$ cat src/rtl/gseq_pkg.sv
package gseq_pkg;

  typedef enum logic [1:0] {
    SEQ_OFF     = 2'd0,
    SEQ_PWRUP   = 2'd1,
    SEQ_RUN     = 2'd2,
    SEQ_LOWHOLD = 2'd3
  } seq_state_e;

  typedef enum logic [1:0] {
    RST_NONE  = 2'd0,
    RST_QUICK = 2'd1,
    RST_FULL  = 2'd2
  } rst_kind_e;

  localparam int LATCH_OTSD = 0;
  localparam int LATCH_OVGS = 1;
  localparam int NUM_LATCH  = 2;

endpackage

$ cat src/rtl/gseq_ctrl.sv
module gseq_ctrl
  import gseq_pkg::*;
#(
  parameter int AUX_OFF_CYC = 1000,
  parameter int PWRUP_CYC   = 100
) (
  input  logic       clk,
  input  logic       rst_n,
  input  logic       en_gate,
  output seq_state_e state,
  output rst_kind_e  rst_kind,
  output logic       clear_pulse
);

  localparam int LOW_W = $clog2(AUX_OFF_CYC + 1);
  localparam int PU_W  = $clog2(PWRUP_CYC + 1);
  localparam logic [LOW_W-1:0] LOW_LAST = LOW_W'(AUX_OFF_CYC - 1);
  localparam logic [PU_W-1:0]  PU_LAST  = PU_W'(PWRUP_CYC - 1);

  seq_state_e       state_q, state_d;
  logic [LOW_W-1:0] low_cnt_q, low_cnt_d;
  logic [PU_W-1:0]  pu_cnt_q, pu_cnt_d;
  logic             pulse_q;

  // low_cnt_q holds the number of consecutive low samples seen so far
  always_comb begin
    state_d   = state_q;
    low_cnt_d = low_cnt_q;
    pu_cnt_d  = pu_cnt_q;
    rst_kind  = RST_NONE;
    unique case (state_q)
      SEQ_OFF: begin
        if (en_gate) begin
          state_d  = SEQ_PWRUP;
          pu_cnt_d = '0;
          rst_kind = RST_FULL;
        end
      end
      SEQ_PWRUP: begin
        if (!en_gate) begin
          state_d   = SEQ_LOWHOLD;
          low_cnt_d = LOW_W'(1);
        end else if (pu_cnt_q == PU_LAST) begin
          state_d = SEQ_RUN;
        end else begin
          pu_cnt_d = pu_cnt_q + PU_W'(1);
        end
      end
      SEQ_RUN: begin
        if (!en_gate) begin
          state_d   = SEQ_LOWHOLD;
          low_cnt_d = LOW_W'(1);
        end
      end
      SEQ_LOWHOLD: begin
        if (en_gate) begin
          state_d  = SEQ_PWRUP;
          pu_cnt_d = '0;
          rst_kind = RST_QUICK;
        end else if (low_cnt_q >= LOW_LAST) begin
          state_d = SEQ_OFF;
        end else begin
          low_cnt_d = low_cnt_q + LOW_W'(1);
        end
      end
      default: state_d = SEQ_OFF;
    endcase
  end

  always_ff @(posedge clk or negedge rst_n) begin
    if (!rst_n) begin
      state_q   <= SEQ_OFF;
      low_cnt_q <= '0;
      pu_cnt_q  <= '0;
      pulse_q   <= 1'b0;
    end else begin
      state_q   <= state_d;
      low_cnt_q <= low_cnt_d;
      pu_cnt_q  <= pu_cnt_d;
      pulse_q   <= (rst_kind != RST_NONE);
    end
  end

  assign state       = state_q;
  assign clear_pulse = pulse_q;

endmodule

$ cat src/rtl/gseq_latch_bank.sv
module gseq_latch_bank #(
  parameter int             NUM       = 2,
  parameter logic [NUM-1:0] FULL_ONLY = '0
) (
  input  logic           clk,
  input  logic           rst_n,
  input  logic [NUM-1:0] set_evt,
  input  logic           clr_quick,
  input  logic           clr_full,
  output logic [NUM-1:0] held
);

  for (genvar i = 0; i < NUM; i++) begin : g_lat
    logic lat_q;
    logic clr_ok;

    if (FULL_ONLY[i]) begin : g_full
      assign clr_ok = clr_full;
    end else begin : g_any
      assign clr_ok = clr_quick | clr_full;
    end

    // a present cause re-sets the latch in the same edge that would clear it
    always_ff @(posedge clk or negedge rst_n) begin
      if (!rst_n) lat_q <= 1'b0;
      else        lat_q <= (lat_q & ~clr_ok) | set_evt[i];
    end

    assign held[i] = lat_q;
  end

endmodule

$ cat src/rtl/gseq_report.sv
module gseq_report
  import gseq_pkg::*;
(
  input  seq_state_e           state,
  input  logic                 pvdd_uv,
  input  logic                 gvdd_uv,
  input  logic                 ot_warn,
  input  logic                 oc_latched,
  input  logic [NUM_LATCH-1:0] held,
  output logic                 gate_shutdown,
  output logic                 aux_enable,
  output logic                 fault_n,
  output logic                 warn_n
);

  logic ready;
  logic uv_any;
  logic shut_latch;

  assign ready      = (state == SEQ_RUN);
  assign uv_any     = pvdd_uv | gvdd_uv;
  assign shut_latch = held[LATCH_OTSD] | held[LATCH_OVGS];

  assign gate_shutdown = !ready || uv_any || shut_latch;
  assign aux_enable    = (state != SEQ_OFF);
  assign fault_n       = ready && !uv_any && !shut_latch && !oc_latched;
  assign warn_n        = !(ot_warn || held[LATCH_OTSD] || oc_latched);

endmodule

$ cat src/rtl/gate_enable_seq.sv
module gate_enable_seq
  import gseq_pkg::*;
#(
  parameter int AUX_OFF_CYC = 1000,
  parameter int PWRUP_CYC   = 100
) (
  input  logic clk,
  input  logic rst_n,
  input  logic en_gate,
  input  logic pvdd_uv,
  input  logic gvdd_uv,
  input  logic gvdd_ov,
  input  logic ot_warn,
  input  logic ot_sd,
  input  logic oc_latched,
  output logic gate_shutdown,
  output logic aux_enable,
  output logic fault_clear,
  output logic fault_n,
  output logic warn_n
);

  localparam logic [NUM_LATCH-1:0] FULL_ONLY_MASK = NUM_LATCH'(1 << LATCH_OVGS);

  seq_state_e           state;
  rst_kind_e            rst_kind;
  logic [NUM_LATCH-1:0] set_evt;
  logic [NUM_LATCH-1:0] held;

  gseq_ctrl #(
    .AUX_OFF_CYC(AUX_OFF_CYC),
    .PWRUP_CYC  (PWRUP_CYC)
  ) u_ctrl (
    .clk        (clk),
    .rst_n      (rst_n),
    .en_gate    (en_gate),
    .state      (state),
    .rst_kind   (rst_kind),
    .clear_pulse(fault_clear)
  );

  always_comb begin
    set_evt             = '0;
    set_evt[LATCH_OTSD] = ot_sd;
    set_evt[LATCH_OVGS] = gvdd_ov;
  end

  gseq_latch_bank #(
    .NUM      (NUM_LATCH),
    .FULL_ONLY(FULL_ONLY_MASK)
  ) u_latch (
    .clk      (clk),
    .rst_n    (rst_n),
    .set_evt  (set_evt),
    .clr_quick(rst_kind == RST_QUICK),
    .clr_full (rst_kind == RST_FULL),
    .held     (held)
  );

  gseq_report u_report (
    .state        (state),
    .pvdd_uv      (pvdd_uv),
    .gvdd_uv      (gvdd_uv),
    .ot_warn      (ot_warn),
    .oc_latched   (oc_latched),
    .held         (held),
    .gate_shutdown(gate_shutdown),
    .aux_enable   (aux_enable),
    .fault_n      (fault_n),
    .warn_n       (warn_n)
  );

endmodule

$ cat config.mk
export PLATFORM = sky130hd
export DESIGN_NAME = gate_enable_seq
export DESIGN_NICKNAME = d
export VERILOG_FILES = /design/src/rtl/gseq_pkg.sv /design/src/rtl/gseq_ctrl.sv /design/src/rtl/gseq_latch_bank.sv /design/src/rtl/gseq_report.sv /design/src/rtl/gate_enable_seq.sv
export SDC_FILE = /design/constraint.sdc
export NUM_CORES = 1
export LEC_CHECK = 0
export BUFFER_PORTS_ARGS = -buffer_cell sky130_fd_sc_hd__buf_2
export CAP_MARGIN = 20
export CORE_MARGIN = 2
export CORE_UTILIZATION = 30
export DETAILED_ROUTE_END_ITERATION = 10
export PLACE_DENSITY = 0.57
export SLEW_MARGIN = 5
export SYNTH_ARGS = -nofsm -noshare
export SYNTH_HDL_FRONTEND = slang
export SYNTH_SLANG_ARGS = --single-unit
$ cat constraint.sdc
create_clock -name clk -period 5.5 [get_ports clk]
set_clock_uncertainty 0.2 [all_clocks]
set_input_delay 0.55 -clock clk [delete_from_list [all_inputs] [get_ports clk]]
set_output_delay 0.55 -clock clk [all_outputs]
set_load 0.02 [all_outputs]
; ---- After elaboration in Yosys (flattened, before gate mapping)
; Index checks and enable logic that the tools add are counted.
[word_totals]
wordCells = 74
regBits = 22
[classes]
add_sub_neg = 2
mux = 18
eq_ne = 16
n_bitwise = 9
reduce_logical = 22
n_lt_le_gt_ge = 1
[op_table]
columns = operator, count
row1 = 10-bit 2-to-1 mux, 3
row2 = 7-bit 2-to-1 mux, 3
row3 = 10-bit one-hot mux with 2 select lines, 1
row4 = 2-bit 2-to-1 mux, 7
row5 = 2-bit != test (second input constant), 7
row6 = 7-bit one-hot mux with 2 select lines, 1
row7 = 4-bit AND reduction, 3
row8 = 10-bit by 1-bit adder with 10-bit output (second input constant), 1
row9 = 10-bit >= comparator (second input constant), 1
row10 = 2-bit one-hot mux with 4 select lines, 1
row11 = 2-bit nonzero test, 4
row12 = 7-bit by 1-bit adder with 7-bit output (second input constant), 1
row13 = 7-bit equality test (second input constant), 1
row14 = 2-bit equality test (second input constant), 3
row15 = 3-bit by 2-bit != test with 1-bit output (second input constant), 2
row16 = 1-bit zero test, 5
row17 = 1-bit bitwise OR, 5
row18 = 2-bit by 1-bit equality test with 1-bit output (second input constant), 2
row19 = 1-bit logical OR, 4
row20 = 2-bit one-hot mux with 2 select lines, 1
row21 = 2-bit OR reduction, 2
row22 = 1-bit logical AND, 3
row23 = 1-bit bitwise AND, 2
row24 = 2-bit zero test, 1
row25 = 3 further kinds, 4

; ---- Logic depth before layout (Yosys ltp)
[logic_depth]
depth_word = 7
ltp_mapped = 7
ltp_nobuf = 7

; ---- Cells and area by module
; From an unflattened synthesis, not the netlist that was laid out.
[unflattened]
cells_unflattened = 149
area_unflattened_um2 = 1386.3
[by_module_without_submodules]
columns = mod, cells_each, seq_area_each_um2, instances, area_each_um2
row1 = gseq_ctrl, 133, 500.5, 1, 1242.4
row2 = gseq_latch_bank, 8, 50.0, 1, 87.6
row3 = gseq_report, 6, 0.0, 1, 41.3
row4 = gate_enable_seq, 2, 0.0, 1, 15.0

; ---- Worst setup path after synthesis
; No wires, ideal clock.
[synth_path]
path_type = input -> output
startpoint = input gvdd_uv
endpoint = output fault_n
required_ns = 4.750
arrival_ns = 1.285
path_buffers = 0
cell_stages = 3
slack_ns = 3.465
cell_sequence = nor4_1 > nand2_1 > nor2_1
[synth_via]
elab_chain_cells = 5
[synth_rtl]
columns = item, line_no
row1 = from (decl), gate_enable_seq.sv:11  ; input logic gvdd_uv,
row2 = 1-bit bitwise OR, gseq_report.sv:21  ; assign uv_any = pvdd_uv | gvdd_uv;
row3 = 1-bit zero test, gseq_report.sv:26  ; assign fault_n = ready && !uv_any && !shut_latch && !oc_latched;
row4 = 1-bit logical AND (3 in series), gseq_report.sv:26
row5 = to (decl), gate_enable_seq.sv:19  ; output logic fault_n,
; Every way passes these cells.

; ---- Worst setup path in the final report
[layout_path]
startpoint = register u_ctrl.state_q[0] (netlist: u_ctrl.state[0])
endpoint = register u_ctrl.low_cnt_q[7]
[layout_via]
elab_chain_cells = 4
[layout_rtl]
columns = item, line_no
row1 = from (decl), gseq_ctrl.sv:20  ; seq_state_e state_q, state_d;
row2 = from (signal assigned), gseq_ctrl.sv:77  ; state_q <= state_d;
row3 = 2-bit by 1-bit equality test with 1-bit output or 2-bit equality test (tied branches), gseq_ctrl.sv:31  ; unique case (state_q)
row4 = 2-bit OR reduction (no source line), -
row5 = 2-bit != test (no source line) or 2-bit nonzero test (tied branches), -
row6 = 4-bit AND reduction (no source line), -
row7 = to (signal assigned), gseq_ctrl.sv:78  ; low_cnt_q <= low_cnt_d;
row8 = to (decl), gseq_ctrl.sv:21  ; logic [LOW_W-1:0] low_cnt_q, low_cnt_d;
; Parallel ways exist; a longest one is shown, timed or not.
; A chain may end at the register's enable or synchronous reset.

==> metrics.txt <==
WL/cell ~14 um; GP Congestion around 0.75; Fin Setup TNS 0 ps; Routed WL 2830 um; total die area 5060 um^2; initial antenna violation count 0; ANT nets after route 0; Util after Layout a little over a third; Worst Path Max Fanout 8; Die X 71.1 um; CTS H-tree depth 1; fillcell total roughly 450; mean post-synth cell area a little under 10 um^2; worst path required time 5460 ps; CTS Buffer Depth 2; Leak about 0.0007 uW; register bit total from synthesis 22; DR vias ~1100; # clock sinks 22; CP Capture Type flip-flop; Synth Instances around 140; Worst slew margin roughly half; fmax ~440 MHz; distinct cell type count after synthesis between 40 and 50; ant diodes 0; cell mode on critical path inv_1; Die Span Y approximately 71 um; Port Buffers 13; CTS root buf clkbuf_8; reg2reg setup slack approximately 3200 ps; Commonest cells post-synth dfrtp_1 (22), nand2_1 (15), inv_1 (14), o21ai_0 (13), ha_1 (9); most common cell in the netlist dfrtp_1; Hold Crit Class input pin to async pin; Finished Cell Area between 1500 and 2000 um^2; Crit path max-delay family simple AND/OR/NAND/NOR gates; TritonRoute pass-1 iters 4; dpl ws roughly 3300 ps; Crit Path Class flip-flop to flip-flop; EDFF count, synth 0; Worst Path Arrival ~2200 ps; Iteration-0 DRC Markers 79; depth of the worst register-to-register path 6; status finished clean; worst reg2reg path startpoint u_ctrl.state[0]; DRC Markers 0; Post-DP HPWL 2130 um; Clk pin slew, worst setup/hold paths roughly 90 ps; Max Cap Viol 0; clk_lat worst skew 260 ps; CTS tree yes; I/O pins 14; layout cells sized above 1 around 16%; vias per cell between 5 and 6; top post-synthesis cells by area dfrtp_1 (41%), ha_1 (8.3%), o21ai_0 (4.8%), nand2_1 (4.2%), inv_1 (3.9%); Syn-to-layout area delta 13.8%; Starting Density 31.0%; Period Utilization, post-route ~41%; Final Setup Violations 0; CP startpoint u_ctrl.state[0]; Slowest-stage cell, CP nor3_1; # hold bufs at CTS 0; R2R Path End u_ctrl.low_cnt_q[7]; vias in the first global route roughly 1100; final slew viol count 0; total grt overflow 0; Rows 24; largest net degree at the start of global routing 23; RSZ-0062 raised after global routing no; dominant synthesized flop cell dfrtp_1; final hold violations 0; WP buf/inv 2; first-pass GRT wire length between 4000 and 5000 um; final worst slack 3230 ps; Synth area leader dfrtp_1; worst vdd ir 0.000182 V; sequential-to-total area share from yosys stat about two fifths; startpoint types flip-flop; Post-Syn Area 1350 um^2; Global Route Usage Sum 12.0%; Synth Net Count 156; Setup Buffers After CTS 0; Period minus WS final about 2300 ps; asr flop ratio synth 100%; worst-margin pin slew 748 ps; power per cell area around 430 nW/um^2; core outline area 4350 um^2; Final #Nets 172; CTS buffer count 3; CP peak stage delay between 600 and 700 ps; Synth Warn # 0; post-CTS resize count 0; Synth top area share between 40% and 50%; crit-path cells inv_1 > ha_1 > inv_1 > nor3_1 > nor2_1 > a31o_1; Placement Cell Area between 1000 and 1500 um^2
==> cell usage in the layout (no fill, tap or decap), types with 2 or more instances in the layout <==
cell / Yosys / routed
buf_2: 0 / 13
o31ai_1: 2 / 2
mux2i_1: 4 / 4
nand3_1: 2 / 2
nor2_1: 5 / 5
and4_1: 3 / 3
nor3_1: 3 / 3
nand4_1: 4 / 4
a21oi_1: 7 / 7
xor2_1: 2 / 2
clkbuf_8: 0 / 3
and3_1: 2 / 2
a311oi_2: 2 / 2
a21o_1: 2 / 2
a22o_1: 2 / 2
nand2b_1: 2 / 2
inv_1: 14 / 14
o211ai_1: 2 / 2
o21ai_0: 13 / 13
nand2_1: 15 / 15
ha_1: 9 / 9
dfrtp_1: 22 / 22
==> how the worst max path moves through the flow <==
| stage | depth (start not counted) | to | slack [ps] |
|---|---|---|---|
| after floorplan | 3 | fault_n | 3460 |
| after global placement | 6 | u_ctrl.low_cnt_q[7] | 3360 |
| after detailed placement | 6 | u_ctrl.low_cnt_q[7] | 3260 |
| after CTS | 6 | u_ctrl.low_cnt_q[7] | 3230 |
| after global routing | 6 | u_ctrl.low_cnt_q[7] | 3030 |
| final | 6 | u_ctrl.low_cnt_q[7] | 3230 |
==> state kept, by name, summed over array words and instances, names as in the netlist <==
name                 count
u_ctrl.clear_pulse       1
u_ctrl.low_cnt_q        10
u_ctrl.pu_cnt_q          7
u_ctrl.state             2
u_latch.g_lat.lat_q      2
==> metrics by stage <==
stage	total power, uW	cells	hold WS [ps]
2_1_floorplan	439	138	54.4
3_3_place_gp	498	201	282
3_5_place_dp	512	201	286
4_1_cts	665	205	59.4
5_1_grt	709	205	82.3
6_report	656	205	42.8
==> per-layer routing <==
| layer | wire (um) | part of all wire [%] | up-vias | GRT usage, % |
|---|---|---|---|---|
| met4 | 14 | 0.50 | 0 | 1.89 |
| met1 | 1300 | 46 | 531 | 14.8 |
| met2 | 1410 | 50 | 14 | 21.6 |
| met3 | 104 | 3.7 | 2 | 2.99 |
| li1 | - | - | 536 | - |
| met5 | 0 | 0 | - | 0 |
==> cells by family after synthesis <==
kind of cell / synth area share (%)
muxes: 4.07
DFF: 40.7
buffers and inverters: 5.00
adders and majority gates: 8.33
AOI/OAI and AO/OA: 21.0
xor gates and xnor gates: 1.94
and+or+nand+nor: 18.9
==> where the power goes <==
group          internal (uW)  switching, uW
Sequential               195           30.9
Combinational            111            167
Clock                   97.2           55.0
==> layout make-up <==
type                    count  area [um^2]  share of cell area (%)
flip-flops and latches     22          551                    35.8
inverters                  14         52.6                    3.42
clock buffers               3         41.3                    2.69
repair buffers             13         65.1                    4.23
multi-input cells         100          733                    47.7
well taps                  52         65.1                    4.23
clock inverters             1         30.0                    1.95
Power figures use the tool's default switching activity.
